## config.mk

```make
export PLATFORM = sky130hd
export DESIGN_NAME = ext_bus_waitctl
export DESIGN_NICKNAME = d
export VERILOG_FILES = /design/src/rtl/ewc_pkg.sv /design/src/rtl/ewc_rst_sync.sv /design/src/rtl/ewc_wait_cfg.sv /design/src/rtl/ewc_cycle_fsm.sv /design/src/rtl/ewc_bus_drive.sv /design/src/rtl/ext_bus_waitctl.sv
export SDC_FILE = /design/constraint.sdc
export NUM_CORES = 1
export LEC_CHECK = 0
export BUFFER_PORTS_ARGS = -buffer_cell sky130_fd_sc_hd__buf_2
export CORE_ASPECT_RATIO = 0.7
export CORE_MARGIN = 1.5
export CORE_UTILIZATION = 45
export CTS_BUF_LIST = sky130_fd_sc_hd__clkbuf_2 sky130_fd_sc_hd__clkbuf_4 sky130_fd_sc_hd__clkbuf_8
export CTS_CLUSTER_DIAMETER = 120
export DETAILED_ROUTE_END_ITERATION = 8
export PLACE_DENSITY = 0.76
export SYNTH_ARGS = -nofsm -noshare
export SYNTH_HDL_FRONTEND = slang
export SYNTH_HIERARCHICAL = 1
export SYNTH_SLANG_ARGS = --single-unit
```

## constraint.sdc

```tcl
create_clock -name clk -period 4.1 [get_ports clk]
set_input_delay 0.41 -clock clk [delete_from_list [all_inputs] [get_ports clk]]
set_output_delay 0.41 -clock clk [all_outputs]
set_load 0.05 [all_outputs]
```

## src/rtl/ewc_pkg.sv

```systemverilog
package ewc_pkg;

  typedef enum logic {
    CYC_IDLE   = 1'b0,
    CYC_ACTIVE = 1'b1
  } cyc_state_e;

  // wait field codes: bit 0 covers writes, bit 1 covers reads
  typedef enum logic [1:0] {
    WS_NONE  = 2'b00,
    WS_WRITE = 2'b01,
    WS_READ  = 2'b10,
    WS_BOTH  = 2'b11
  } ws_code_e;

  function automatic logic ws_applies(input logic [1:0] code, input logic is_write);
    return is_write ? code[0] : code[1];
  endfunction

endpackage

```

## src/rtl/ewc_rst_sync.sv

```systemverilog
module ewc_rst_sync #(
  parameter int STAGES = 2
) (
  input  logic clk,
  input  logic rst_n,
  output logic rst_n_sync
);

  logic [STAGES-1:0] sync_q;

  always_ff @(posedge clk or negedge rst_n) begin
    if (!rst_n) begin
      sync_q <= '0;
    end else begin
      sync_q <= {sync_q[STAGES-2:0], 1'b1};
    end
  end

  assign rst_n_sync = sync_q[STAGES-1];

endmodule

```

## src/rtl/ewc_wait_cfg.sv

```systemverilog
module ewc_wait_cfg
  import ewc_pkg::*;
#(
  parameter int ADDR_W = 3,
  parameter int CFG_W  = 16
) (
  input  logic              clk,
  input  logic              rst_n,
  input  logic              cfg_we,
  input  logic [CFG_W-1:0]  cfg_wdata,
  input  logic              lookup_write,
  input  logic [ADDR_W-1:0] lookup_addr,
  output logic              need_wait,
  output logic              sclk_int_sel,
  output logic              codec1_en
);

  localparam int NUM_ADDR   = 1 << ADDR_W;
  localparam int NUM_FIELDS = NUM_ADDR - 1;
  localparam int FIELD_W    = 2;

  logic [CFG_W-1:0]    cfg_q;
  logic [CFG_W-1:0]    cfg_d;
  logic [NUM_ADDR-1:0] rd_wait_tab;
  logic [NUM_ADDR-1:0] wr_wait_tab;

  always_comb begin
    cfg_d = cfg_q;
    if (cfg_we) begin
      cfg_d = cfg_wdata;
    end
  end

  always_ff @(posedge clk or negedge rst_n) begin
    if (!rst_n) begin
      cfg_q <= '0;
    end else if (cfg_we) begin
      cfg_q <= cfg_d;
    end
  end

  // one field per address below the top one; the top address has none
  for (genvar i = 0; i < NUM_ADDR; i++) begin : g_field
    if (i < NUM_FIELDS) begin : g_has
      logic [FIELD_W-1:0] code;
      assign code           = cfg_q[FIELD_W*i +: FIELD_W];
      assign rd_wait_tab[i] = ws_applies(code, 1'b0);
      assign wr_wait_tab[i] = ws_applies(code, 1'b1);
    end else begin : g_none
      assign rd_wait_tab[i] = 1'b0;
      assign wr_wait_tab[i] = 1'b0;
    end
  end

  assign need_wait    = lookup_write ? wr_wait_tab[lookup_addr] : rd_wait_tab[lookup_addr];
  assign sclk_int_sel = cfg_q[CFG_W-2];
  assign codec1_en    = cfg_q[CFG_W-1];

endmodule

```

## src/rtl/ewc_cycle_fsm.sv

```systemverilog
module ewc_cycle_fsm
  import ewc_pkg::*;
(
  input  logic clk,
  input  logic rst_n,
  input  logic req_valid,
  input  logic need_wait,
  input  logic ext_rdy_n,
  output logic accept,
  output logic active,
  output logic finish,
  output logic done
);

  cyc_state_e state_q, state_d;
  logic       wait_q, wait_d;
  logic       done_q;

  always_comb begin
    accept  = (state_q == CYC_IDLE) && req_valid;
    finish  = (state_q == CYC_ACTIVE) && !wait_q && !ext_rdy_n;
    state_d = state_q;
    wait_d  = wait_q;
    if (accept) begin
      state_d = CYC_ACTIVE;
      wait_d  = need_wait;
    end else if (state_q == CYC_ACTIVE) begin
      if (wait_q) begin
        wait_d = 1'b0;
      end else if (finish) begin
        state_d = CYC_IDLE;
      end
    end
  end

  always_ff @(posedge clk or negedge rst_n) begin
    if (!rst_n) begin
      state_q <= CYC_IDLE;
      wait_q  <= 1'b0;
      done_q  <= 1'b0;
    end else begin
      state_q <= state_d;
      wait_q  <= wait_d;
      done_q  <= finish;
    end
  end

  assign active = (state_q == CYC_ACTIVE);
  assign done   = done_q;


  wait_first_chk: assert property (@(posedge clk) disable iff (!rst_n)
    (accept && need_wait) |=> (active && !finish));


  rdy_hold_chk: assert property (@(posedge clk) disable iff (!rst_n)
    (active && !wait_q && ext_rdy_n) |=> active);


  done_after_busy_chk: assert property (@(posedge clk) disable iff (!rst_n)
    done |-> ($past(active) && !active));

endmodule

```

## src/rtl/ewc_bus_drive.sv

```systemverilog
module ewc_bus_drive #(
  parameter int ADDR_W = 3,
  parameter int DATA_W = 16
) (
  input  logic              clk,
  input  logic              rst_n,
  input  logic              accept,
  input  logic              active,
  input  logic              finish,
  input  logic              req_write,
  input  logic [ADDR_W-1:0] req_addr,
  input  logic [DATA_W-1:0] req_wdata,
  input  logic [DATA_W-1:0] ext_data_in,
  output logic [ADDR_W-1:0] ext_addr,
  output logic [DATA_W-1:0] ext_data_out,
  output logic              ext_data_oe,
  output logic              ext_strobe_n,
  output logic              ext_dir,
  output logic [DATA_W-1:0] rd_data
);

  logic [ADDR_W-1:0] addr_q;
  logic              wr_q;
  logic [DATA_W-1:0] wdata_q;
  logic [DATA_W-1:0] rdata_q;
  logic              capture_en;

  assign capture_en = finish && !wr_q;

  always_ff @(posedge clk or negedge rst_n) begin
    if (!rst_n) begin
      addr_q  <= '0;
      wr_q    <= 1'b0;
      wdata_q <= '0;
    end else if (accept) begin
      addr_q  <= req_addr;
      wr_q    <= req_write;
      wdata_q <= req_wdata;
    end
  end

  always_ff @(posedge clk or negedge rst_n) begin
    if (!rst_n) begin
      rdata_q <= '0;
    end else if (capture_en) begin
      rdata_q <= ext_data_in;
    end
  end

  assign ext_addr     = addr_q;
  assign ext_data_out = wdata_q;
  assign ext_data_oe  = active && wr_q;
  assign ext_dir      = !(active && wr_q);
  assign ext_strobe_n = !active;
  assign rd_data      = rdata_q;


  addr_hold_chk: assert property (@(posedge clk) disable iff (!rst_n)
    (!ext_strobe_n && $past(!ext_strobe_n)) |-> $stable(ext_addr));


  wdata_hold_chk: assert property (@(posedge clk) disable iff (!rst_n)
    (ext_data_oe && $past(ext_data_oe)) |-> $stable(ext_data_out));


  dir_oe_chk: assert property (@(posedge clk) disable iff (!rst_n)
    ext_data_oe |-> (!ext_dir && !ext_strobe_n));

endmodule

```

## src/rtl/ext_bus_waitctl.sv

```systemverilog
module ext_bus_waitctl #(
  parameter int ADDR_W = 3,
  parameter int DATA_W = 16,
  parameter int CFG_W  = 16
) (
  input  logic              clk,
  input  logic              rst_n,
  input  logic              cfg_we,
  input  logic [CFG_W-1:0]  cfg_wdata,
  input  logic              req_valid,
  input  logic              req_write,
  input  logic [ADDR_W-1:0] req_addr,
  input  logic [DATA_W-1:0] req_wdata,
  output logic              busy,
  output logic              done,
  output logic [DATA_W-1:0] rd_data,
  output logic [ADDR_W-1:0] ext_addr,
  output logic [DATA_W-1:0] ext_data_out,
  output logic              ext_data_oe,
  input  logic [DATA_W-1:0] ext_data_in,
  output logic              ext_strobe_n,
  output logic              ext_dir,
  input  logic              ext_rdy_n,
  output logic              sclk_int_sel,
  output logic              codec1_en
);

  logic rst_n_sync;
  logic need_wait;
  logic accept;
  logic active;
  logic finish;

  ewc_rst_sync #(.STAGES(2)) u_rst (
    .clk        (clk),
    .rst_n      (rst_n),
    .rst_n_sync (rst_n_sync)
  );

  ewc_wait_cfg #(.ADDR_W(ADDR_W), .CFG_W(CFG_W)) u_cfg (
    .clk          (clk),
    .rst_n        (rst_n_sync),
    .cfg_we       (cfg_we),
    .cfg_wdata    (cfg_wdata),
    .lookup_write (req_write),
    .lookup_addr  (req_addr),
    .need_wait    (need_wait),
    .sclk_int_sel (sclk_int_sel),
    .codec1_en    (codec1_en)
  );

  ewc_cycle_fsm u_fsm (
    .clk       (clk),
    .rst_n     (rst_n_sync),
    .req_valid (req_valid),
    .need_wait (need_wait),
    .ext_rdy_n (ext_rdy_n),
    .accept    (accept),
    .active    (active),
    .finish    (finish),
    .done      (done)
  );

  ewc_bus_drive #(.ADDR_W(ADDR_W), .DATA_W(DATA_W)) u_bus (
    .clk          (clk),
    .rst_n        (rst_n_sync),
    .accept       (accept),
    .active       (active),
    .finish       (finish),
    .req_write    (req_write),
    .req_addr     (req_addr),
    .req_wdata    (req_wdata),
    .ext_data_in  (ext_data_in),
    .ext_addr     (ext_addr),
    .ext_data_out (ext_data_out),
    .ext_data_oe  (ext_data_oe),
    .ext_strobe_n (ext_strobe_n),
    .ext_dir      (ext_dir),
    .rd_data      (rd_data)
  );

  assign busy = active;


  busy_strobe_chk: assert property (@(posedge clk) disable iff (!rst_n_sync)
    (busy && !done) || (!busy) |-> (busy == !ext_strobe_n));


  idle_rdy_chk: assert property (@(posedge clk) disable iff (!rst_n_sync)
    (!busy && !req_valid) |=> !busy);

endmodule

```

==> results.md <==
* Initial core utilization at 0.4736
* Area contributors post-synth: dfrtp_1 (62%), mux2_2 (18%), mux2_4 (6.5%)
* CP Capture Type: register
* Post-CTS Setup Bufs at 0
* Die Ht at 62.85 um
* Antenna cells at 0
* HPWL after DPL at 3248 um
* Vias in the first global route at 1552
* Tot GR Track Use at 0.1737
* Tot Pwr at 2497 uW
* Clock-pin transition on the worst setup and hold timing paths at 70 ps
* # hold bufs at CTS at 1
* H-tree Lvls at 3
* Clock latency on the worst-skew pair at 320 ps
* Setup TNS at 0 ps
* Final Skew at 5.499 ps
* Area share of the largest cell type after synthesis at 0.6196
* Initial DRC count at 57
* Endpoints failing hold at 0
* Core Area at 4861 um2
* Post-synthesis sequential area ratio at 0.6196
* Mapped Area at 2302 um2
* Cell family with most CP delay: simple AND/OR/NAND/NOR gates
* Max transition margin at 0.3495
* Min-Delay Path Class: register to asynchronous set/reset pin
* Filler cells at 384
* Arr. time, crit path at 2220 ps
* Critical path buffers and inverters at 0
* Top Ports at 99
* Post-synth top area cell: dfrtp_1
* Largest net degree at the start of global routing at 32
* Clk root buf: clkbuf_8
* Sink Count at 57
* CP Cell Sequence: nor3b_2 -> nor2b_2 -> mux2_2
* Clock buffer depth at 2
* 1st-pass router iterations at 4
* Global route overflow at 0
* Routability cong. at 0.7052
* Synth cell types at 19
* Final net count at 297
* Status: finished clean
* Final ANT Viol Nets at 0
* Area grow syn2layout at 33.64%
* CTS tree: done
* Die area at 5561 um2
* Leakage at 0.001513 uW
* Endpoints failing setup at 0
* Vias per Instance at 4.720
* Min cycle time layout at 2021 ps
* Antenna violations before repair at 0
* Sequential cell area at 1428 um2
* Dpl cells at 297
* WS Path Type: register to register
* Cell Area, Placed at 2838 um2
* Worst-Margin Slew at 971.4 ps
* Post-Syn Area per Cell at 16.93 um2
* First-pass GRT wire length at 7182 um
* Worst setup SP type: register
* Max Cap Viol at 0
* Die X at 88.49 um
* Design Area, Final at 3077 um2
* RSZ-0062 raised after global routing: false
* Number of remaining DRC errors at 0
* Syn. warnings at 6
* Synth Register Bits at 57
* Port buffer count at 98
* Delay of the slowest cell on the worst path at 820 ps
* Multi-input gate area at 818.3 um2
* Pwr/cell area at 811.5 nW/um2
* Worst VDD drop at 636.9 uV
* Post-Syn Instances at 136
* Ratio of final minimum period to clock period at 0.4930
* DRT Wirelength at 4319 um
* Slowest cell on the critical path: nor2b_2
* Syn Nets at 193
* Vias at 1482
* Fin cells at 314
* F_max at 0.4947 GHz
* TritonCTS Buffers at 9
* Layout cells sized above 1 at 0.6816
* Row cnt at 21
* Crit path required time at 4300 ps
* WL per Instance at 13.75 um
* Slew Viols, Final at 0
* WHS at 252.3 ps
* Cells resized by post-CTS repair at 0
* Crit Path Max Fanout at 16
kinds of logic (layout without fill, tap and decap cells):
kind of cell / Yosys count / in the layout / synth area share
buf+inv: 9 / 118 / 0.02608
other cells: 1 / 1 / 0.001629
mux: 60 / 60 / 0.3250
flops: 57 / 57 / 0.6196
simple gates: 9 / 9 / 0.02772
stage by stage:
stage / worst slack (ps) / util
after floorplan: 2143 / -
after global placement: 2023 / 0.5838
after detailed placement: 1957 / 0.5838
after CTS: 2063 / 0.6329
after global routing: 1941 / 0.6329
final: 2079 / 0.6329
path summary, 6_finish.rpt:
kind	to	cells past startpoint	slack, ps	from
worst max-delay path	u_bus/rd_data[0]$_DFFE_PN0P_	3	2080	u_fsm/active$_DFF_PN0_
worst min-delay path	u_cfg/cfg_q[13]$_DFFE_PN0P_	0	250	u_rst/sync_q[1]$_DFF_PN0_
worst max register to register	u_bus/rd_data[0]$_DFFE_PN0P_	3	2080	u_fsm/active$_DFF_PN0_
worst min register to register	u_cfg/cfg_q[13]$_DFFE_PN0P_	0	250	u_rst/sync_q[1]$_DFF_PN0_
max in group asynchronous	u_bus/wr_q$_DFFE_PN0P_	1	3060	u_rst/sync_q[1]$_DFF_PN0_
min in group clk	u_fsm/done$_DFF_PN0_	2	270	ext_rdy_n
cells in the mapped netlist:
cell,n
buf_6,3
mux2_1,5
mux4_1,2
dfrtp_1,57
nand2b_1,1
nor3b_2,1
clkbuf_1,1
and2_1,1
and2b_1,1
nand2b_4,1
mux2_4,10
nor2b_1,1
nor2_1,3
mux4_2,1
conb_1,1
inv_1,2
mux2_2,37
mux2i_1,5
buf_2,3
placed cells by master (no fill, tap or decap):
cell,Yosys,routed
dfrtp_2,0,1
clkinv_2,0,2
buf_2,3,98
mux2_4,10,10
nor2b_2,0,1
clkbuf_8,0,11
nor2_1,3,3
mux2_2,37,37
buf_4,0,1
mux2i_1,5,5
dfrtp_1,57,56
nor3b_2,1,1
mux2_1,5,5
bufinv_16,0,2
mux4_2,1,1
conb_1,1,1
clkinvlp_4,0,1
nand2b_1,1,1
inv_1,2,2
mux4_1,2,2
and2_1,1,1
nand2b_4,1,1
dlygate4sd3_1,0,1
and2b_1,1,1
where the power goes:
group / switching [uW] / internal, uW
sequential: 94.0 / 739
combinational: 757 / 322
clock: 212 / 373
state kept, by name, indices dropped and copies added, names as in the netlist:
| register | flops |
|---|---|
| u_bus/ext_data_out | 16 |
| u_fsm/active | 1 |
| u_bus/rd_data | 16 |
| u_cfg/cfg_q | 16 |
| u_rst/sync_q | 2 |
| u_bus/ext_addr | 3 |
| u_fsm/wait_q | 1 |
| u_fsm/done | 1 |
| u_bus/wr_q | 1 |
per-layer routing:
layer | vias to the layer above | part of all wire | global-route usage
li1 | 682 | - | -
met1 | 738 | 0.44 | 0.2119
met2 | 54 | 0.48 | 0.2758
met3 | 8 | 0.067 | 0.07530
met4 | 0 | 0.013 | 0.05859
met5 | - | 0 | 0
worst reg2reg max path, cell delays in order, from the launching register on:
cell,delay [ps]
dfrtp_1,410
nor3b_2,240
nor2b_2,820
mux2_2,430
cell type report:
class | instances | area share
Clock buffer | 11 | 0.04921
Tap cell | 69 | 0.02806
Sequential cell | 57 | 0.4640
Inverter | 2 | 0.002440
Multi-Input combinational cell | 70 | 0.2660
Clock inverter | 5 | 0.02521
Timing Repair Buffer | 100 | 0.1651
Power figures use the tool's default switching activity.
